--- src/rtl/strobe_dec_pkg.sv ---
`timescale 1ns/1ps
package strobe_dec_pkg;

    localparam int LANES = 2;

    // cycle codes reported on cyc_mode
    localparam logic [3:0] MD_NONE     = 4'd0;
    localparam logic [3:0] MD_READ     = 4'd1;
    localparam logic [3:0] MD_EARLY_WR = 4'd2;
    localparam logic [3:0] MD_LATE_WR  = 4'd3;
    localparam logic [3:0] MD_RMW      = 4'd4;
    localparam logic [3:0] MD_ROW_REF  = 4'd5;
    localparam logic [3:0] MD_CBR_REF  = 4'd6;
    localparam logic [3:0] MD_SELF_REF = 4'd7;

    typedef enum logic [1:0] {
        PH_IDLE, // row strobe high
        PH_ROW,  // row open, no column access in progress
        PH_COL,  // column access open
        PH_CBR   // strobe-first refresh in progress
    } phase_e;

    // sampled pin levels (active low as seen on the wires)
    typedef struct packed {
        logic             ras;
        logic [LANES-1:0] cas;
        logic             we;
        logic             oe;
    } pins_t;

    typedef struct packed {
        logic             ras_fall;
        logic             ras_rise;
        logic [LANES-1:0] cas_fall;
        logic             any_fall;
        logic             all_rise;
        logic             we_fall;
    } edges_t;

    function automatic logic [3:0] access_code(input logic early, input logic wrote,
                                               input logic rd_seen, input logic page);
        logic [3:0] base;
        if (early)       base = MD_EARLY_WR;
        else if (wrote)  base = rd_seen ? MD_RMW : MD_LATE_WR;
        else             base = MD_READ;
        return {page, base[2:0]};
    endfunction

endpackage

--- src/rtl/strobe_sampler.sv ---
`timescale 1ns/1ps
module strobe_sampler
    import strobe_dec_pkg::*;
(
    input  logic             clk,
    input  logic             rst,
    input  logic             ras_n,
    input  logic [LANES-1:0] cas_n,
    input  logic             we_n,
    output edges_t           ev
);
    logic             p_ras;
    logic             p_we;
    logic [LANES-1:0] p_cas;
    logic [LANES-1:0] fall_v;

    always_ff @(posedge clk) begin
        if (rst) begin
            p_ras <= 1'b1;
            p_we  <= 1'b1;
            p_cas <= '1;
        end else begin
            p_ras <= ras_n;
            p_we  <= we_n;
            p_cas <= cas_n;
        end
    end

    for (genvar i = 0; i < LANES; i++) begin : g_lane
        assign fall_v[i] = p_cas[i] & ~cas_n[i];
    end

    always_comb begin
        ev.ras_fall = p_ras & ~ras_n;
        ev.ras_rise = ~p_ras & ras_n;
        ev.cas_fall = fall_v;
        ev.any_fall = (&p_cas) & ~(&cas_n);
        ev.all_rise = ~(&p_cas) & (&cas_n);
        ev.we_fall  = p_we & ~we_n;
    end

endmodule

--- src/rtl/refresh_row_ctr.sv ---
`timescale 1ns/1ps
module refresh_row_ctr #(
    parameter int RW = 9
) (
    input  logic          clk,
    input  logic          rst,
    input  logic          step,
    output logic [RW-1:0] row
);
    always_ff @(posedge clk) begin
        if (rst)       row <= '0;
        else if (step) row <= row + 1'b1;
    end


    ref_step_chk: assert property (@(posedge clk) disable iff (rst)
        (row != $past(row)) |-> (row == $past(row) + 1'b1));

endmodule

--- src/rtl/cycle_classifier.sv ---
`timescale 1ns/1ps
module cycle_classifier
    import strobe_dec_pkg::*;
#(
    parameter int AW       = 9,
    parameter int SELF_CYC = 32
) (
    input  logic             clk,
    input  logic             rst,
    input  pins_t            cur,
    input  edges_t           ev,
    input  logic [AW-1:0]    addr,
    output logic             emit_q,
    output logic [3:0]       code_q,
    output logic [LANES-1:0] wr_q,
    output logic [LANES-1:0] drv_q,
    output logic             mix_q,
    output logic [AW-1:0]    row_q,
    output logic [AW-1:0]    col_q,
    output logic             cbr_step
);
    localparam int              CNT_W    = $clog2(SELF_CYC + 1);
    localparam logic [CNT_W-1:0] SELF_LIM = CNT_W'(SELF_CYC);

    phase_e           st;
    logic             had_col, early, wrote, rd_seen, open_we;
    logic [CNT_W-1:0] cbr_cnt;

    logic             emit_n, mix_n, acc_rd, wrote_eff;
    logic [3:0]       code_n;
    logic [LANES-1:0] wr_n, drv_n, cas_low;

    always_comb begin
        cas_low   = ~cur.cas;
        emit_n    = 1'b0;
        code_n    = MD_NONE;
        wr_n      = '0;
        mix_n     = 1'b0;
        cbr_step  = 1'b0;
        acc_rd    = 1'b0;
        wrote_eff = wrote | (ev.we_fall & ~early);
        unique case (st)
            PH_ROW: begin
                if (!cur.ras) begin
                    wr_n   = ev.cas_fall & {LANES{~cur.we}};
                    acc_rd = ev.any_fall;
                end else if (!had_col) begin
                    emit_n = 1'b1;
                    code_n = MD_ROW_REF;
                end
            end
            PH_COL: begin
                if (!cur.ras) begin
                    wr_n = ev.cas_fall & {LANES{~cur.we}};
                    if (ev.we_fall && !early && !wrote)
                        wr_n = wr_n | cas_low;
                    mix_n  = (|ev.cas_fall) && ((cur.we != open_we) || wrote);
                    acc_rd = !early && !wrote;
                end
                if (ev.all_rise || ev.ras_rise) begin
                    emit_n = 1'b1;
                    code_n = access_code(early, wrote_eff, rd_seen, had_col);
                end
            end
            PH_CBR: begin
                if (ev.ras_rise) begin
                    emit_n   = 1'b1;
                    cbr_step = (cbr_cnt < SELF_LIM);
                    code_n   = cbr_step ? MD_CBR_REF : MD_SELF_REF;
                end
            end
            default: ;
        endcase
        drv_n = (cur.ras || !acc_rd) ? '0 : (cas_low & {LANES{~cur.oe & cur.we}});
    end

    always_ff @(posedge clk) begin
        if (rst) begin
            st      <= PH_IDLE;
            had_col <= 1'b0;
            early   <= 1'b0;
            wrote   <= 1'b0;
            rd_seen <= 1'b0;
            open_we <= 1'b1;
            cbr_cnt <= '0;
            emit_q  <= 1'b0;
            code_q  <= MD_NONE;
            wr_q    <= '0;
            drv_q   <= '0;
            mix_q   <= 1'b0;
            row_q   <= '0;
            col_q   <= '0;
        end else begin
            emit_q <= emit_n;
            if (emit_n) code_q <= code_n;
            wr_q   <= wr_n;
            drv_q  <= drv_n;
            mix_q  <= mix_n;
            unique case (st)
                PH_IDLE: begin
                    if (ev.ras_fall) begin
                        if (!(&cur.cas)) begin
                            st      <= PH_CBR;
                            cbr_cnt <= '0;
                        end else begin
                            st      <= PH_ROW;
                            had_col <= 1'b0;
                            row_q   <= addr;
                        end
                    end
                end
                PH_ROW: begin
                    if (cur.ras) begin
                        st <= PH_IDLE;
                    end else if (ev.any_fall) begin
                        st      <= PH_COL;
                        col_q   <= addr;
                        early   <= ~cur.we;
                        open_we <= cur.we;
                        wrote   <= 1'b0;
                        rd_seen <= 1'b0;
                    end
                end
                PH_COL: begin
                    if (cur.ras) begin
                        st <= PH_IDLE;
                    end else begin
                        if (ev.all_rise) begin
                            st      <= PH_ROW;
                            had_col <= 1'b1;
                        end
                        if (ev.we_fall && !early) wrote <= 1'b1;
                        if (!cur.oe && cur.we && !early && !wrote) rd_seen <= 1'b1;
                    end
                end
                PH_CBR: begin
                    if (cur.ras)                st      <= PH_IDLE;
                    else if (cbr_cnt < SELF_LIM) cbr_cnt <= cbr_cnt + 1'b1;
                end
                default: st <= PH_IDLE;
            endcase
        end
    end


    pulse_single_chk: assert property (@(posedge clk) disable iff (rst)
        emit_q |=> !emit_q);


    mode_legal_chk: assert property (@(posedge clk) disable iff (rst)
        emit_q |-> ((code_q >= 4'd1 && code_q <= 4'd7) || (code_q >= 4'd9 && code_q <= 4'd12)));


    wr_ras_chk: assert property (@(posedge clk) disable iff (rst)
        (|wr_q) |-> !$past(cur.ras));


    drive_excl_chk: assert property (@(posedge clk) disable iff (rst)
        (drv_q & wr_q) == '0);

endmodule

--- src/rtl/strobe_mode_decoder.sv ---
`timescale 1ns/1ps
module strobe_mode_decoder
    import strobe_dec_pkg::*;
#(
    parameter int AW       = 9,
    parameter int RW       = 9,
    parameter int SELF_CYC = 32
) (
    input  logic          clk,
    input  logic          rst,
    input  logic          ras_n,
    input  logic          ucas_n,
    input  logic          lcas_n,
    input  logic          we_n,
    input  logic          oe_n,
    input  logic [AW-1:0] addr,
    output logic          cyc_pulse,
    output logic [3:0]    cyc_mode,
    output logic [1:0]    byte_wr,
    output logic [1:0]    byte_drive,
    output logic [AW-1:0] row_q,
    output logic [AW-1:0] col_q,
    output logic [RW-1:0] ref_row,
    output logic          mix_err
);
    pins_t  pins;
    edges_t ev;
    logic   cbr_step;

    always_comb begin
        pins.ras = ras_n;
        pins.cas = {ucas_n, lcas_n};
        pins.we  = we_n;
        pins.oe  = oe_n;
    end

    strobe_sampler u_sampler (
        .clk   (clk),
        .rst   (rst),
        .ras_n (ras_n),
        .cas_n ({ucas_n, lcas_n}),
        .we_n  (we_n),
        .ev    (ev)
    );

    cycle_classifier #(.AW(AW), .SELF_CYC(SELF_CYC)) u_class (
        .clk      (clk),
        .rst      (rst),
        .cur      (pins),
        .ev       (ev),
        .addr     (addr),
        .emit_q   (cyc_pulse),
        .code_q   (cyc_mode),
        .wr_q     (byte_wr),
        .drv_q    (byte_drive),
        .mix_q    (mix_err),
        .row_q    (row_q),
        .col_q    (col_q),
        .cbr_step (cbr_step)
    );

    refresh_row_ctr #(.RW(RW)) u_refresh (
        .clk  (clk),
        .rst  (rst),
        .step (cbr_step),
        .row  (ref_row)
    );

endmodule

--- config.mk ---
export PLATFORM = sky130hd
export DESIGN_NAME = strobe_mode_decoder
export DESIGN_NICKNAME = d
export VERILOG_FILES = /design/src/rtl/strobe_dec_pkg.sv /design/src/rtl/strobe_sampler.sv /design/src/rtl/refresh_row_ctr.sv /design/src/rtl/cycle_classifier.sv /design/src/rtl/strobe_mode_decoder.sv
export SDC_FILE = /design/constraint.sdc
export NUM_CORES = 1
export LEC_CHECK = 0
export ABC_AREA = 1
export BUFFER_PORTS_ARGS = -buffer_cell sky130_fd_sc_hd__buf_2
export CAP_MARGIN = 40
export CORE_MARGIN = 8
export CORE_UTILIZATION = 51
export CTS_BUF_LIST = sky130_fd_sc_hd__clkbuf_8
export DETAILED_ROUTE_END_ITERATION = 10
export GPL_ROUTABILITY_DRIVEN = 0
export PLACE_DENSITY = 0.79
export SYNTH_ARGS = -nofsm -noshare
export SYNTH_HDL_FRONTEND = slang
export SYNTH_HIERARCHICAL = 1
export SYNTH_SLANG_ARGS = --single-unit
--- constraint.sdc ---
create_clock -name clk -period 1.4 [get_ports clk]
set_input_delay 0.21 -clock clk [delete_from_list [all_inputs] [get_ports clk]]
set_output_delay 0.21 -clock clk [all_outputs]
set_load 0.005 [all_outputs]
* Word level (Yosys, flattened, before mapping)
Cells that the tools add are included.
Word-level totals: input bits 16, word-level logic and storage cells 142, output and inout bits 37, flip-flop bits (word level) 54
Operators by class: reductions and logical operators 30, order comparisons 1, add/sub/neg operators 2, multiplexer cells 49, bitwise logic cells 24, eq/ne operators 18
Operators by type and width (count):
- 6-bit 2-to-1 mux | 4
- 2-bit 2-to-1 mux | 10
- 5-bit AND reduction | 4
- 1-bit 2-to-1 mux | 19
- 3-bit 2-to-1 mux | 4
- 4-bit 2-to-1 mux | 3
- 2-bit by 1-bit != test with 1-bit output (second input constant) | 6
- 2-bit != test (second input constant) | 6
- 4-bit case mux with 3 select lines | 1
- 6-bit case mux with 2 select lines | 1
- 1-bit NOT | 10
- 9-bit by 1-bit adder with 9-bit output (second input constant) | 1
- 1-bit bitwise AND | 9
- 1-bit case mux with 2 select lines | 4
- 2-bit case mux with 4 select lines | 1
- 4-bit AND reduction | 2
- 1-bit logical AND | 7
- 6-bit by 1-bit adder with 6-bit output (second input constant) | 1
- 6-bit < comparator (second input constant) | 1
- 3-bit by 2-bit != test with 1-bit output (second input constant) | 2
- 2-bit nonzero test | 3
- 2-bit bitwise AND | 2
- 2-bit equality test (second input constant) | 2
- 1-bit logical NOT | 4
- other kinds (13) | 17

* Longest topological paths before layout
word-level depth 8, mapped depth 10, depth with buffers taken out 10

* By module
Netlist, hierarchy kept.
Modules (own cells, without submodules):
- cycle_classifier | seq. area each 820.8 um^2, times used 1, area each 1861.8 um^2, cells each 272
- refresh_row_ctr | seq. area each 180.2 um^2, times used 1, area each 436.7 um^2, cells each 59
- strobe_sampler | seq. area each 80.1 um^2, times used 1, area each 165.2 um^2, cells each 24

* Worst setup path after synthesis
OpenSTA, ideal clock, no wires.
kind reg2reg, from register u_class.st[0], to register u_refresh.row[8], setup time 110 ps, buffers on the path 0, stages on the path, launching flop included 9, setup slack -116 ps, period minus slack after synthesis 1516 ps, data arrival time 1407 ps, data required time 1290 ps, cells stage by stage dfxtp_1 ha_1 nand2_1 nor2_1 nand2_2 nor2_4 nand4_1 nand2_1 nor2_1
On the way: longest elaborated chain between the ends 2
RTL lines:
- start, declared | RTL line cycle_classifier.sv:25 | phase_e st;
- start signal, assigned | RTL line cycle_classifier.sv:79 | st <= PH_IDLE;
- start signal, assigned | RTL line cycle_classifier.sv:103 | st <= PH_CBR;
- start signal, assigned | RTL line cycle_classifier.sv:106 | st <= PH_ROW;
- 2-bit equality test | RTL line cycle_classifier.sv:42 | unique case (st)
- 1-bit 2-to-1 mux | RTL line cycle_classifier.sv:42
- named net cbr_step | RTL line strobe_mode_decoder.sv:28 | logic cbr_step;
- end signal, assigned | RTL line refresh_row_ctr.sv:12 | else if (step) row <= row + 1'b1;
- end, declared | RTL line refresh_row_ctr.sv:8 | output logic [RW-1:0] row
The timed path passes the listed nets, and every way through them passes these cells. A chain may end at the register's enable or synchronous reset.

* Final worst setup path
from register u_class.st[1], to register u_class.code_q[3]
On the way: longest elaborated chain between the ends 2, elaborated cells between the ends (all ways) 5, classes of those cells eq/ne: 3; mux: 2
RTL lines:
- 2-bit equality test / 2-bit by 1-bit equality test with 1-bit output (equally long branches) | RTL line cycle_classifier.sv:42
- 4-bit case mux with 3 select lines / 1-bit case mux with 3 select lines (equally long branches) | RTL line cycle_classifier.sv:42
- end signal, assigned | RTL line cycle_classifier.sv:95 | if (emit_n) code_q <= code_n;
- end, declared | RTL line cycle_classifier.sv:14 | output logic [3:0] code_q,
Parallel ways exist; a longest one is shown, timed or not.

==> impl_metrics.xml <==
<?xml version="1.0" encoding="UTF-8"?>
<metrics>
  <group name="run_status">
    <metric name="result_of_the_run" unit="">finished with violations</metric>
    <metric name="failed_checks" unit="">setup timing</metric>
  </group>
  <group name="clocking">
    <metric name="worst_setup_hold_path_clk_slew" unit="ns">0.09</metric>
    <metric name="htreeDepth" unit="">2</metric>
    <metric name="worst_skew_pair.late_latency" unit="ns">0.31</metric>
    <metric name="cts.root.buffer_cell" unit="">sky130_fd_sc_hd__clkbuf_8</metric>
    <metric name="ctsHoldBuffers" unit="">0</metric>
    <metric name="cts_tree" unit="">built</metric>
    <metric name="clock-sinks" unit="">54</metric>
    <metric name="ctsLongestPathBuffers" unit="">2</metric>
    <metric name="cts_made_buffers" unit="">5</metric>
  </group>
  <group name="finish">
    <metric name="mostFrequentLayoutCell" unit="">sky130_fd_sc_hd__nand2_1</metric>
    <metric name="stdcell_area" unit="um^2">3240</metric>
    <metric name="area_growth_syn_to_layout" unit="%">31.4</metric>
    <metric name="num-fill-cells" unit="">381</metric>
    <metric name="multi_input_area" unit="um^2">1300</metric>
    <metric name="final-instance-count-excl-fill" unit="">491</metric>
    <metric name="antenna-diode-count" unit="">0</metric>
    <metric name="final_layout_size_suffix_gt1_frac" unit="">0.288</metric>
    <metric name="nets" unit="">458</metric>
    <metric name="layout.area.seq" unit="um^2">1090</metric>
    <metric name="final_util" unit="">0.690</metric>
    <metric name="mostFrequentLayoutCells" unit="">84 x sky130_fd_sc_hd__nand2_1, 56 x sky130_fd_sc_hd__nor2_1, 52 x sky130_fd_sc_hd__buf_2</metric>
  </group>
  <group name="sta">
    <metric name="fin_ws" unit="ns">-0.0405</metric>
    <metric name="finalSetupTns" unit="ns">-0.108</metric>
    <metric name="final_hold_viol_count" unit="">0</metric>
    <metric name="max_clock_freq" unit="GHz">0.694</metric>
    <metric name="timing.final.setup_violations" unit="">4</metric>
    <metric name="fin_skew" unit="ns">0.00450</metric>
    <metric name="maxSlewHeadroom" unit="">0.831</metric>
    <metric name="min_period" unit="ns">1.44</metric>
    <metric name="fin_hold_ws" unit="ns">0.140</metric>
    <metric name="slew_violations" unit="">0</metric>
    <metric name="grt_setup_unrepaired" unit="">yes</metric>
    <metric name="period_share" unit="">1.03</metric>
    <metric name="worst_slew_pin_slew" unit="ns">0.250</metric>
  </group>
  <group name="routing">
    <metric name="drtPass1Iterations" unit="">4</metric>
    <metric name="routed_wire_length_per_instance" unit="um">13.2</metric>
    <metric name="routed-via-count" unit="">2529</metric>
    <metric name="detail_route.vias_per_cell" unit="">5.15</metric>
    <metric name="drt.antenna.violating_nets" unit="">0</metric>
    <metric name="first_iteration_detailed_routing_drc_count" unit="">148</metric>
    <metric name="remaining_drc_errors" unit="">0</metric>
    <metric name="route.final.wire_length" unit="um">6490</metric>
  </group>
  <group name="critical_path">
    <metric name="worst_path_max_delay_cell" unit="">sky130_fd_sc_hd__dfxtp_4</metric>
    <metric name="setup_cp_type" unit="">flip-flop to flip-flop</metric>
    <metric name="r2r-start" unit="">u_class/st[1]$_SDFFE_PP0P_</metric>
    <metric name="critical_path.startpoint_type" unit="">flip-flop</metric>
    <metric name="biggest_fanout_along_the_worst_timing_path" unit="">7</metric>
    <metric name="critical_path.max_stage_delay" unit="ns">0.37</metric>
    <metric name="r2r_setup_slack" unit="ns">-0.04</metric>
    <metric name="critPathLaunch" unit="">u_class/st[1]$_SDFFE_PP0P_</metric>
    <metric name="worst-endpoint-arrival" unit="ns">1.68</metric>
    <metric name="setup.worst_path.end_class" unit="">flip-flop</metric>
    <metric name="critical_path_required" unit="ns">1.64</metric>
    <metric name="timing.critical_path.cells" unit="">buf_4, ha_4, o21ai_1, nand3_1, nand2_2, nand2_1, a21oi_1</metric>
  </group>
  <group name="floorplan">
    <metric name="die-area" unit="um^2">7310</metric>
    <metric name="die_w" unit="um">85.5</metric>
    <metric name="initial_utilization" unit="">0.525</metric>
    <metric name="die_height" unit="um">85.5</metric>
    <metric name="number_of_cell_rows" unit="">25</metric>
    <metric name="pin_count" unit="">53</metric>
    <metric name="core-area" unit="um^2">4690</metric>
  </group>
  <group name="synth">
    <metric name="synthesis.yosys.warnings" unit="">6</metric>
    <metric name="synth_xor_area_frac" unit="">0.0107</metric>
    <metric name="synthesis.instances" unit="">355</metric>
    <metric name="yosysTopAreaCellShare" unit="">0.439</metric>
    <metric name="synth_top_family_by_area" unit="">simple AND/OR/NAND/NOR gates</metric>
    <metric name="syn_area_per_cell" unit="um^2">6.94</metric>
    <metric name="synth_area_leaders" unit="">sky130_fd_sc_hd__dfxtp_1 44%, sky130_fd_sc_hd__nand2_1 13%, sky130_fd_sc_hd__nor2_1 9.6%</metric>
    <metric name="yosys.area.top_type" unit="">sky130_fd_sc_hd__dfxtp_1</metric>
    <metric name="synthSimpleGateAreaFrac" unit="">0.325</metric>
    <metric name="synth_fp_nets" unit="">377</metric>
    <metric name="synthMuxAreaShare" unit="">0</metric>
    <metric name="synth.ff_latch_count" unit="">54</metric>
    <metric name="syn_area" unit="um^2">2460</metric>
    <metric name="area_fraction_in_compound_gates_after_synthesis" unit="">0.108</metric>
    <metric name="synth.lib_cells_used.distinct" unit="">30</metric>
    <metric name="arithmetic_cell_share_of_the_synthesized_area_counting_full_adders_half_adders_and_majority_gates" unit="">0.0305</metric>
    <metric name="synth-seq-area-share" unit="">0.439</metric>
  </group>
  <group name="grt">
    <metric name="initial_antenna_violation_count" unit="">0</metric>
    <metric name="grt_pass1_vias" unit="">2368</metric>
    <metric name="grt_use_total" unit="">0.171</metric>
    <metric name="grt_first_pass_wirelength" unit="um">10200</metric>
    <metric name="maximum_number_of_pins_on_one_net_before_global_route_repair" unit="">17</metric>
    <metric name="grt_overflow" unit="">0</metric>
  </group>
  <group name="place">
    <metric name="cell_count_post_placement" unit="">480</metric>
    <metric name="portBuffers" unit="">52</metric>
    <metric name="dp_slack" unit="ns">-0.0832</metric>
    <metric name="dpl_cell_area" unit="um^2">2970</metric>
    <metric name="detailedPlacementHpwl" unit="um">4680</metric>
  </group>
  <group name="power">
    <metric name="p_per_area" unit="nW/um^2">1330</metric>
    <metric name="vdd_drop_max" unit="mV">0.670</metric>
    <metric name="report.power.total" unit="mW">4.30</metric>
    <metric name="power_leakage" unit="nW">1.64</metric>
  </group>
  <group name="min_path">
    <metric name="min-delay-start" unit="">addr[7]</metric>
    <metric name="hold_class" unit="">input pin to flip-flop</metric>
  </group>
  <group name="run">
    <metric name="drv.max_cap_violation_count" unit="">0</metric>
  </group>
</metrics>
==> synthesized netlist by cell type <==
cell	number
sky130_fd_sc_hd__clkbuf_1	1
sky130_fd_sc_hd__nand3b_1	3
sky130_fd_sc_hd__o22ai_1	1
sky130_fd_sc_hd__a21oi_1	25
sky130_fd_sc_hd__clkbuf_2	1
sky130_fd_sc_hd__nand3_2	2
sky130_fd_sc_hd__or2_1	4
sky130_fd_sc_hd__inv_4	1
sky130_fd_sc_hd__nand2_1	86
sky130_fd_sc_hd__inv_2	2
sky130_fd_sc_hd__nor2_4	2
sky130_fd_sc_hd__nor2_1	63
sky130_fd_sc_hd__buf_2	4
sky130_fd_sc_hd__dfxtp_1	54
sky130_fd_sc_hd__nor4_1	1
sky130_fd_sc_hd__nand3_1	13
sky130_fd_sc_hd__ha_1	6
sky130_fd_sc_hd__a21boi_1	1
sky130_fd_sc_hd__nor3_4	1
sky130_fd_sc_hd__o211a_1	1
sky130_fd_sc_hd__o21ai_0	20
sky130_fd_sc_hd__o21ai_1	2
sky130_fd_sc_hd__o21a_1	1
sky130_fd_sc_hd__and3_1	1
sky130_fd_sc_hd__nor3_1	5
sky130_fd_sc_hd__nand2_2	2
sky130_fd_sc_hd__xor2_1	1
sky130_fd_sc_hd__xnor2_1	2
sky130_fd_sc_hd__inv_1	46
sky130_fd_sc_hd__nand4_1	3
==> registers in the layout, indices dropped and copies added (netlist names), 2 cells and up <==
name and cells:
u_class/cbr_cnt 6, u_class/code_q 4, u_class/col_q 9, u_class/drv_q 2
u_class/row_q 9, u_class/st 2, u_class/wr_q 2, u_refresh/row 9
u_sampler/p_cas 2
==> critical path: cells and delay by family, from the launching register on <==
kind | cells | cell delay, ns
adder cells (fa/ha/maj) | 1 | 0.16
AND/OR/NAND/NOR | 3 | 0.42
AO/OA/AOI/OAI | 2 | 0.27
flip-flops | 1 | 0.37
buffers and inverters | 1 | 0.15
==> worst paths after layout <==
path,to,cells after the start
max reg2reg,u_class/code_q[3]$_SDFFE_PP0P_,7
min,u_class/row_q[7]$_SDFFE_PP0P_,3
min reg2reg,u_class/col_q[6]$_SDFFE_PP0N_,2
max,u_class/code_q[3]$_SDFFE_PP0P_,7
==> cell type report <==
cell class                 instances  share of cell area
tap                               54              0.0209
inverter                          49              0.0584
multi-input combinational        246               0.401
clock inverter                     3              0.0124
clock buffer                       5              0.0213
sequential                        54               0.337
timing repair buffer              80               0.149
==> per-layer routing <==
| layer | vias up | global-route usage | part of all wire |
|---|---|---|---|
| met3 | 12 | 0.0630 | 0.081 |
| li1 | 1269 | - | - |
| met4 | 0 | 0.0653 | 0.016 |
| met2 | 80 | 0.288 | 0.50 |
| met1 | 1168 | 0.191 | 0.41 |
| met5 | - | 0 | 0 |
==> power by group <==
part           internal, mW  leakage (nW)  total (mW)  switching, mW
clock network         0.527        0.0579        1.03          0.504
registers              1.69         0.439        1.80          0.116
logic                 0.625          1.14        1.47          0.841
total                  2.84          1.64        4.30           1.46
==> cells by family after synthesis <==
kind of cell,Yosys count
simple gates,186
buf+inv,55
flops,54
compound gates,51
fa+ha+maj,6
xor+xnor,3
==> what timing repair did <==
| item | CTS | global route |
|---|---|---|
| setup buffers | 1 | 2 |
| pin swaps | 3 | 14 |
| gates resized for setup | 8 | 33 |
| setup endpoints to repair | 21 | 38 |
Note: power is estimated with default switching activity, not from simulation.
